$ cat src/rtl/rx_ring_pkg.sv
package rx_ring_pkg;

  typedef enum logic [2:0] {
    ST_IDLE,
    ST_DATA,
    ST_DROP,
    ST_PAD,
    ST_HDR,
    ST_DONE
  } wr_state_e;

  localparam logic [7:0] STAT_GOOD  = 8'h01;
  localparam logic [7:0] STAT_GROUP = 8'h20;

endpackage

$ cat src/rtl/rx_ring_space.sv
module rx_ring_space #(
  parameter int PG_W      = 8,
  parameter int PAGE_BITS = 8,
  parameter int MAX_LEN   = 1514,
  parameter int HDR_LEN   = 4
) (
  input  logic [PG_W-1:0] first_pg,
  input  logic [PG_W-1:0] limit_pg,
  input  logic [PG_W-1:0] bound_pg,
  input  logic [PG_W-1:0] cur_pg,
  output logic            full
);
  localparam int NEED_BYTES = MAX_LEN + HDR_LEN;
  localparam int NEED_PG    = (NEED_BYTES + (1 << PAGE_BITS) - 1) >> PAGE_BITS;
  localparam int AW         = PG_W + 2;
  localparam logic signed [AW-1:0] NEED_S = AW'(NEED_PG);

  logic signed [AW-1:0] s_first, s_limit, s_bound, s_cur, avail;

  always_comb begin
    s_first = $signed({2'b00, first_pg});
    s_limit = $signed({2'b00, limit_pg});
    s_bound = $signed({2'b00, bound_pg});
    s_cur   = $signed({2'b00, cur_pg});
    if (cur_pg < bound_pg) avail = s_bound - s_cur;
    else                   avail = (s_limit - s_first) - (s_cur - s_bound);
    full = (avail < NEED_S);
  end
endmodule

$ cat src/rtl/rx_ring_next.sv
module rx_ring_next #(
  parameter int PG_W      = 8,
  parameter int PAGE_BITS = 8,
  parameter int LEN_W     = 16,
  parameter int HDR_LEN   = 4,
  parameter int CRC_LEN   = 4
) (
  input  logic [PG_W-1:0]  cur_pg,
  input  logic [PG_W-1:0]  first_pg,
  input  logic [PG_W-1:0]  limit_pg,
  input  logic [LEN_W-1:0] size,
  output logic [PG_W-1:0]  next_pg
);
  localparam int SW = LEN_W + 2;
  localparam logic [SW-1:0] EXTRA = SW'(HDR_LEN + CRC_LEN + (1 << PAGE_BITS) - 1);

  logic [SW-1:0] span, sum, ring, wrapped;

  always_comb begin
    span    = (SW'(size) + EXTRA) >> PAGE_BITS;
    sum     = SW'(cur_pg) + span;
    ring    = SW'(limit_pg) - SW'(first_pg);
    wrapped = (sum >= SW'(limit_pg)) ? (sum - ring) : sum;
    next_pg = PG_W'(wrapped);
  end
endmodule

$ cat src/rtl/rx_ring_step.sv
module rx_ring_step #(
  parameter int PG_W      = 8,
  parameter int PAGE_BITS = 8,
  localparam int ADDR_W   = PG_W + PAGE_BITS
) (
  input  logic [ADDR_W-1:0] addr,
  input  logic [PG_W-1:0]   first_pg,
  input  logic [PG_W-1:0]   limit_pg,
  output logic [ADDR_W-1:0] addr_next
);
  logic [ADDR_W-1:0] inc;

  always_comb begin
    inc = addr + ADDR_W'(1);
    if (inc == {limit_pg, {PAGE_BITS{1'b0}}}) addr_next = {first_pg, {PAGE_BITS{1'b0}}};
    else                                      addr_next = inc;
  end
endmodule

$ cat src/rtl/rx_ring_writer.sv
module rx_ring_writer
  import rx_ring_pkg::*;
#(
  parameter int PG_W      = 8,
  parameter int PAGE_BITS = 8,
  parameter int LEN_W     = 16,
  parameter int MIN_LEN   = 60,
  parameter int MAX_LEN   = 1514,
  parameter int HDR_LEN   = 4,
  parameter int CRC_LEN   = 4,
  localparam int ADDR_W   = PG_W + PAGE_BITS
) (
  input  logic              clk,
  input  logic              rst,
  input  logic              rx_enable,
  input  logic [PG_W-1:0]   pg_start,
  input  logic [PG_W-1:0]   pg_stop,
  input  logic [PG_W-1:0]   pg_bound,
  input  logic              cur_pg_load,
  input  logic [PG_W-1:0]   cur_pg_in,
  input  logic              in_valid,
  output logic              in_ready,
  input  logic [7:0]        in_data,
  input  logic              in_sof,
  input  logic              in_eof,
  output logic              mem_we,
  output logic [ADDR_W-1:0] mem_addr,
  output logic [7:0]        mem_wdata,
  output logic [PG_W-1:0]   cur_pg,
  output logic              buf_full,
  output logic              rx_irq
);
  localparam int HI_W = (HDR_LEN > 1) ? $clog2(HDR_LEN) : 1;
  localparam logic [LEN_W-1:0] MIN_L = LEN_W'(MIN_LEN);

  wr_state_e         state_q;
  logic [ADDR_W-1:0] wr_addr_q, first_addr, run_next, first_next;
  logic [PG_W-1:0]   base_pg_q, cur_pg_q, next_pg;
  logic [LEN_W-1:0]  len_q, len_inc, total_len;
  logic [HI_W-1:0]   hdr_idx_q;
  logic              mcast_q, full_w, accept, beat;
  logic              we_q, irq_q;
  logic [ADDR_W-1:0] addr_q;
  logic [7:0]        wdata_q, hdr_byte;

  rx_ring_space #(
    .PG_W(PG_W), .PAGE_BITS(PAGE_BITS), .MAX_LEN(MAX_LEN), .HDR_LEN(HDR_LEN)
  ) u_space (
    .first_pg(pg_start), .limit_pg(pg_stop), .bound_pg(pg_bound),
    .cur_pg(cur_pg_q), .full(full_w)
  );

  rx_ring_next #(
    .PG_W(PG_W), .PAGE_BITS(PAGE_BITS), .LEN_W(LEN_W),
    .HDR_LEN(HDR_LEN), .CRC_LEN(CRC_LEN)
  ) u_next (
    .cur_pg(cur_pg_q), .first_pg(pg_start), .limit_pg(pg_stop),
    .size(len_q), .next_pg(next_pg)
  );

  rx_ring_step #(.PG_W(PG_W), .PAGE_BITS(PAGE_BITS)) u_step_run (
    .addr(wr_addr_q), .first_pg(pg_start), .limit_pg(pg_stop), .addr_next(run_next)
  );

  rx_ring_step #(.PG_W(PG_W), .PAGE_BITS(PAGE_BITS)) u_step_first (
    .addr(first_addr), .first_pg(pg_start), .limit_pg(pg_stop), .addr_next(first_next)
  );

  assign first_addr = {cur_pg_q, PAGE_BITS'(HDR_LEN)};
  assign in_ready   = (state_q == ST_IDLE) || (state_q == ST_DATA) || (state_q == ST_DROP);
  assign beat       = in_valid && in_ready;
  assign accept     = rx_enable && !full_w;
  assign len_inc    = len_q + LEN_W'(1);
  assign total_len  = len_q + LEN_W'(HDR_LEN);

  always_comb begin
    if (hdr_idx_q == HI_W'(0))
      hdr_byte = STAT_GOOD | (mcast_q ? STAT_GROUP : 8'h00);
    else if (hdr_idx_q == HI_W'(1))
      hdr_byte = 8'(next_pg);
    else if (hdr_idx_q == HI_W'(2))
      hdr_byte = total_len[7:0];
    else
      hdr_byte = 8'(total_len >> 8);
  end

  always_ff @(posedge clk) begin
    if (rst) begin
      state_q   <= ST_IDLE;
      wr_addr_q <= '0;
      base_pg_q <= '0;
      len_q     <= '0;
      hdr_idx_q <= '0;
      mcast_q   <= 1'b0;
      we_q      <= 1'b0;
      addr_q    <= '0;
      wdata_q   <= '0;
      irq_q     <= 1'b0;
    end else begin
      we_q  <= 1'b0;
      irq_q <= 1'b0;
      unique case (state_q)
        ST_IDLE: begin
          if (beat && in_sof) begin
            if (accept) begin
              base_pg_q <= cur_pg_q;
              mcast_q   <= in_data[0];
              len_q     <= LEN_W'(1);
              hdr_idx_q <= '0;
              we_q      <= 1'b1;
              addr_q    <= first_addr;
              wdata_q   <= in_data;
              wr_addr_q <= first_next;
              if (in_eof) state_q <= (LEN_W'(1) < MIN_L) ? ST_PAD : ST_HDR;
              else        state_q <= ST_DATA;
            end else if (!in_eof) begin
              state_q <= ST_DROP;
            end
          end
        end
        ST_DATA: begin
          if (beat) begin
            we_q      <= 1'b1;
            addr_q    <= wr_addr_q;
            wdata_q   <= in_data;
            wr_addr_q <= run_next;
            len_q     <= len_inc;
            if (in_eof) state_q <= (len_inc < MIN_L) ? ST_PAD : ST_HDR;
          end
        end
        ST_DROP: begin
          if (beat && in_eof) state_q <= ST_IDLE;
        end
        ST_PAD: begin
          we_q      <= 1'b1;
          addr_q    <= wr_addr_q;
          wdata_q   <= 8'h00;
          wr_addr_q <= run_next;
          len_q     <= len_inc;
          if (len_inc >= MIN_L) state_q <= ST_HDR;
        end
        ST_HDR: begin
          we_q      <= 1'b1;
          addr_q    <= {base_pg_q, PAGE_BITS'(hdr_idx_q)};
          wdata_q   <= hdr_byte;
          hdr_idx_q <= hdr_idx_q + HI_W'(1);
          if (hdr_idx_q == HI_W'(HDR_LEN - 1)) state_q <= ST_DONE;
        end
        ST_DONE: begin
          irq_q   <= 1'b1;
          state_q <= ST_IDLE;
        end
        default: state_q <= ST_IDLE;
      endcase
    end
  end

  always_ff @(posedge clk) begin
    if (rst)                     cur_pg_q <= '0;
    else if (state_q == ST_DONE) cur_pg_q <= next_pg;
    else if (cur_pg_load)        cur_pg_q <= cur_pg_in;
  end

  assign mem_we    = we_q;
  assign mem_addr  = addr_q;
  assign mem_wdata = wdata_q;
  assign cur_pg    = cur_pg_q;
  assign buf_full  = full_w;
  assign rx_irq    = irq_q;

endmodule

$ cat config.mk
export PLATFORM = sky130hd
export DESIGN_NAME = rx_ring_writer
export DESIGN_NICKNAME = d
export VERILOG_FILES = /design/src/rtl/rx_ring_pkg.sv /design/src/rtl/rx_ring_space.sv /design/src/rtl/rx_ring_next.sv /design/src/rtl/rx_ring_step.sv /design/src/rtl/rx_ring_writer.sv
export SDC_FILE = /design/constraint.sdc
export NUM_CORES = 1
export LEC_CHECK = 0
export ABC_CLOCK_PERIOD_IN_PS = 8000
export BUFFER_PORTS_ARGS = -buffer_cell sky130_fd_sc_hd__buf_2
export CORE_UTILIZATION = 50
export DETAILED_ROUTE_END_ITERATION = 12
export PLACE_DENSITY = 0.69
export SYNTH_ARGS = -nofsm -noshare
export SYNTH_HDL_FRONTEND = slang
export SYNTH_SLANG_ARGS = --single-unit
$ cat constraint.sdc
create_clock -name clk -period 8 [get_ports clk]
set_input_delay 2.4 -clock clk [delete_from_list [all_inputs] [get_ports clk]]
set_output_delay 2.4 -clock clk [all_outputs]
set_load 0.02 [all_outputs]
==> reports/results.md <==
- sky130_fd_sc_hd__clkbuf_16 — Root Buffer Master
- 5.60 ns — required time worst endpoint
- 18.99 um — Routed wire per std cell
- 3 — Clock H-tree levels
- 80 — clk sinks
- 9 — total CTS buffers
- 5.54 ns — data arrival at the endpoint of the critical path
- in2out — Crit Path Category
- 82 — buffers added on ports
- 128.8 um — Die Y-Extent
- buf_8 > inv_4 > ha_4 > inv_2 > fa_2 > nand2_2 > nand2_2 > a21oi_2 > o21bai_1 > a21oi_2 > xnor2_2 > ha_4 > o211ai_1 > o21ai_1 > a31oi_2 > xnor2_1 > or4_4 > a32oi_1 > buf_4 — list of cells traversed by the critical path
- complete, no violations — result of the run
- 0 — final count of negative-setup-slack endpoints
- 103 x sky130_fd_sc_hd__nand2_1, 88 x sky130_fd_sc_hd__nor2_1, 80 x sky130_fd_sc_hd__dfxtp_1, 78 x sky130_fd_sc_hd__buf_2, 70 x sky130_fd_sc_hd__a21oi_1 — most frequent cells in the layout
- 0 — async set-or-reset flop fraction in the synthesized netlist
- 45 — number of cell rows
- yes — TritonCTS clock tree
- reg2reg — worst hold path type
- 85 — count of unique library cells instantiated by Yosys
- 83 — IO Count
- 0.5208 — initial standard-cell utilization of the core
- 0 — final antenna-violating net count
- 0 — Final Max Slew Viols
- 0.9755 — routability cong.
- 0.3020 — combined global-route utilization of all metal layers
- 0.1110 mV — largest voltage drop on the vdd net
- sky130_fd_sc_hd__dfxtp_1 — Top FF cell, synth
- sky130_fd_sc_hd__nand2_1 — most common library cell in the layout ignoring fill and taps
- 0 — Post-route DRC
- 1.467 mW — total power of the final layout
- compound AO/OA/AOI/OAI gates — Crit path max-delay family
- 7391 — via count of the first global-routing pass
- 0 — hold violation total from the final report
- 0.1993 — proportion of synthesized chip area in sequential cells
- 0.5910 — Final Util
- 160.9 nW/um^2 — Power Density
- 0 — antenna violations before repair
- true — RSZ-0062 raised after global routing
- 18360 um — half-perimeter wire length of the detailed placement result
- primary output — critical path endpoint category
- 8035 um^2 — post-synthesis instance area
- 15430 um^2 — placeable core area
- 0 — number of synthesized flops with an enable pin
- 1219 — number of nets in the layout
- 0.1891 — fraction of final layout cells sized beyond drive strength 1
- 6 — First-pass DRT Iterations
- 2 — maximum number of buffers from clock root to sink
- 65 — largest net degree at the start of global routing
- 4 — critical path buffer and inverter count
- 0.01185 ns — setup skew after layout
- 0.35 ns — latest clock arrival within the worst-skew pair
- 7.675 um^2 — average footprint of a synthesized cell
- mem_addr[15] — origin of the worst min-delay path
- 13.47% — Area Growth Syn to Fin
- 0 — diode count
- 3.703 nW — total leakage power
- 828 — initial detailed-routing violation count
- 0 — global route overflow
- 128.8 um — die width
- 6.268 — routed via count divided by cell count
- 7.941 ns — final critical path time including I/O delays and setup
- 24890 um — routed wire length
- 0.1259 GHz — maximum frequency from static timing analysis
- 8217 — total number of vias
- 80 — register bit count reported by yosys
- 16580 um^2 — die area
- 0 — number of hold-repair buffers added at the cts stage
- sky130_fd_sc_hd__dfxtp_1 — biggest area consumer among synthesized cells
- 1171 — Post-Syn Nets
- 0 — total of warnings raised by yosys
- 39040 um — first-pass GRT wire length
- 1047 — Syn Inst Count
- 0.2832 — headroom to the max-slew limit
- input port — startpoint types
- 0 — number of maximum-capacitance constraint violations
- 6 — Crit Path Max Fanout
- 0.9926 — final clock period utilization by the worst path
- 0.1993 — proportion of netlist area held by the largest area contributor
- 0.54 ns — largest stage delay on the critical path
- 1.075 ns — actual transition at the worst max-transition pin
- pg_stop[0] — critical path launch point
- sky130_fd_sc_hd__or4_4 — cell type of the slowest stage on the worst timing path
- sky130_fd_sc_hd__dfxtp_1 20%, sky130_fd_sc_hd__ha_1 10%, sky130_fd_sc_hd__nand2_1 4.9%, sky130_fd_sc_hd__a21oi_1 4.7%, sky130_fd_sc_hd__xnor2_1 4.5% — top post-synthesis cells by area
- 0.06 ns — clock transition at the registers of the reported paths
- len_q[4] — launch point of the worst reg-to-reg path
power by group:
group          internal [mW]  switching (mW)
combinational          0.229           0.308
sequential             0.415          0.0320
clock                  0.314           0.168
total                  0.958           0.508
layer usage:
metal  routed length [um]  GRT usage
met5                    0          0
met4                  892     0.1218
met3                 1849    0.04699
met2                11060     0.4738
met1                11090     0.4134
timing repair:
item | CTS | global route
setup buffers | 4 | 4
endpoints found under the setup margin | 1 | 1
resized for setup | 18 | 25
pin swaps | 19 | 26
path summary, 6_finish.rpt:
| check | to | slack (ns) | cells past startpoint |
|---|---|---|---|
| max | buf_full | 0.06 | 19 |
| min reg2reg | mem_addr[15] | 0.45 | 2 |
| min | mem_addr[15] | 0.45 | 2 |
| max reg2reg | mem_wdata[7] | 2.50 | 16 |
cell type report:
class / count / area [um^2]
Sequential cell: 80 / 1602
Clock buffer: 11 / 242.7
Timing Repair Buffer: 118 / 705.7
Inverter: 65 / 249.0
Fill cell: 1512 / 6310
Multi-Input combinational cell: 821 / 5951
Tap cell: 211 / 264.0
Clock inverter: 5 / 103.9
cell usage after synthesis, types with 4 or more instances:
cell type	count
sky130_fd_sc_hd__nor3_1	16
sky130_fd_sc_hd__nor2_1	89
sky130_fd_sc_hd__a22oi_1	11
sky130_fd_sc_hd__a221oi_2	13
sky130_fd_sc_hd__clkbuf_1	45
sky130_fd_sc_hd__and3_1	13
sky130_fd_sc_hd__o22ai_1	14
sky130_fd_sc_hd__mux2_1	6
sky130_fd_sc_hd__and4_1	11
sky130_fd_sc_hd__nand4_1	19
sky130_fd_sc_hd__nand2b_1	12
sky130_fd_sc_hd__xnor2_1	41
sky130_fd_sc_hd__o21ai_0	50
sky130_fd_sc_hd__inv_1	64
sky130_fd_sc_hd__a222oi_1	4
sky130_fd_sc_hd__a21oi_1	76
sky130_fd_sc_hd__nor3_2	8
sky130_fd_sc_hd__buf_1	4
sky130_fd_sc_hd__or3_1	6
sky130_fd_sc_hd__a311oi_1	15
sky130_fd_sc_hd__o211ai_1	10
sky130_fd_sc_hd__nand2_1	105
sky130_fd_sc_hd__o21ai_1	5
sky130_fd_sc_hd__buf_4	13
sky130_fd_sc_hd__nand3_1	36
sky130_fd_sc_hd__xor2_1	17
sky130_fd_sc_hd__nor2b_1	14
sky130_fd_sc_hd__o21a_1	11
sky130_fd_sc_hd__fa_1	12
sky130_fd_sc_hd__a31oi_1	13
sky130_fd_sc_hd__ha_1	65
sky130_fd_sc_hd__nor4_1	5
sky130_fd_sc_hd__a21o_1	8
sky130_fd_sc_hd__o21bai_1	5
sky130_fd_sc_hd__a211oi_1	21
sky130_fd_sc_hd__buf_2	18
sky130_fd_sc_hd__or4_1	4
sky130_fd_sc_hd__a221oi_1	5
sky130_fd_sc_hd__mux2i_1	13
sky130_fd_sc_hd__dfxtp_1	80
registers in the layout, indices dropped and copies added (netlist names):
signal / count
mem_we: 1
hdr_idx_q: 2
base_pg_q: 8
mem_addr: 16
wr_addr_q: 16
mem_wdata: 8
state_q: 3
rx_irq: 1
len_q: 16
cur_pg: 8
mcast_q: 1
through the flow:
step | std cells | cell area, um^2 | setup WS [ns] | setup TNS [ns] | hold WS, ns
final | 1311 | 9117 | 0.05939 | 0 | 0.4538
after detailed placement | 1287 | 8542 | -0.2231 | -0.2231 | 0.4484
after global placement | 1287 | 8542 | -0.1617 | -0.1617 | 0.4442
after CTS | 1307 | 8981 | 0.0009024 | 0 | 0.4564
after floorplan | 1047 | 8035 | 0.04324 | 0 | 0.4539
after global routing | 1311 | 9117 | -0.09540 | -0.09540 | 0.4739
cells by family (layout without fill, tap and decap cells):
| family | count (synthesis) | after routing | share of synthesized area |
|---|---|---|---|
| mux | 21 | 21 | 0.02740 |
| xor+xnor | 59 | 59 | 0.06602 |
| flops | 80 | 80 | 0.1993 |
| compound gates | 306 | 306 | 0.2699 |
| buf+inv | 146 | 199 | 0.07801 |
| fa+ha+maj | 77 | 77 | 0.1311 |
| simple gates | 358 | 358 | 0.2283 |
worst register-to-register path, stage by stage (launching register included):
cell,delay (ns)
sky130_fd_sc_hd__dfxtp_1,0.51
sky130_fd_sc_hd__and4_1,0.47
sky130_fd_sc_hd__a31oi_1,0.29
sky130_fd_sc_hd__xnor2_1,0.27
sky130_fd_sc_hd__inv_1,0.09
sky130_fd_sc_hd__fa_1,0.45
sky130_fd_sc_hd__xnor2_1,0.46
sky130_fd_sc_hd__fa_1,0.52
sky130_fd_sc_hd__ha_1,0.25
sky130_fd_sc_hd__a211oi_1,0.24
sky130_fd_sc_hd__nor2_1,0.11
sky130_fd_sc_hd__o21a_1,0.20
sky130_fd_sc_hd__o41ai_1,0.40
sky130_fd_sc_hd__xnor2_1,0.21
sky130_fd_sc_hd__or4b_1,0.49
sky130_fd_sc_hd__and3_1,0.21
sky130_fd_sc_hd__a221oi_2,0.26
Note: power is estimated with default switching activity, not from simulation.
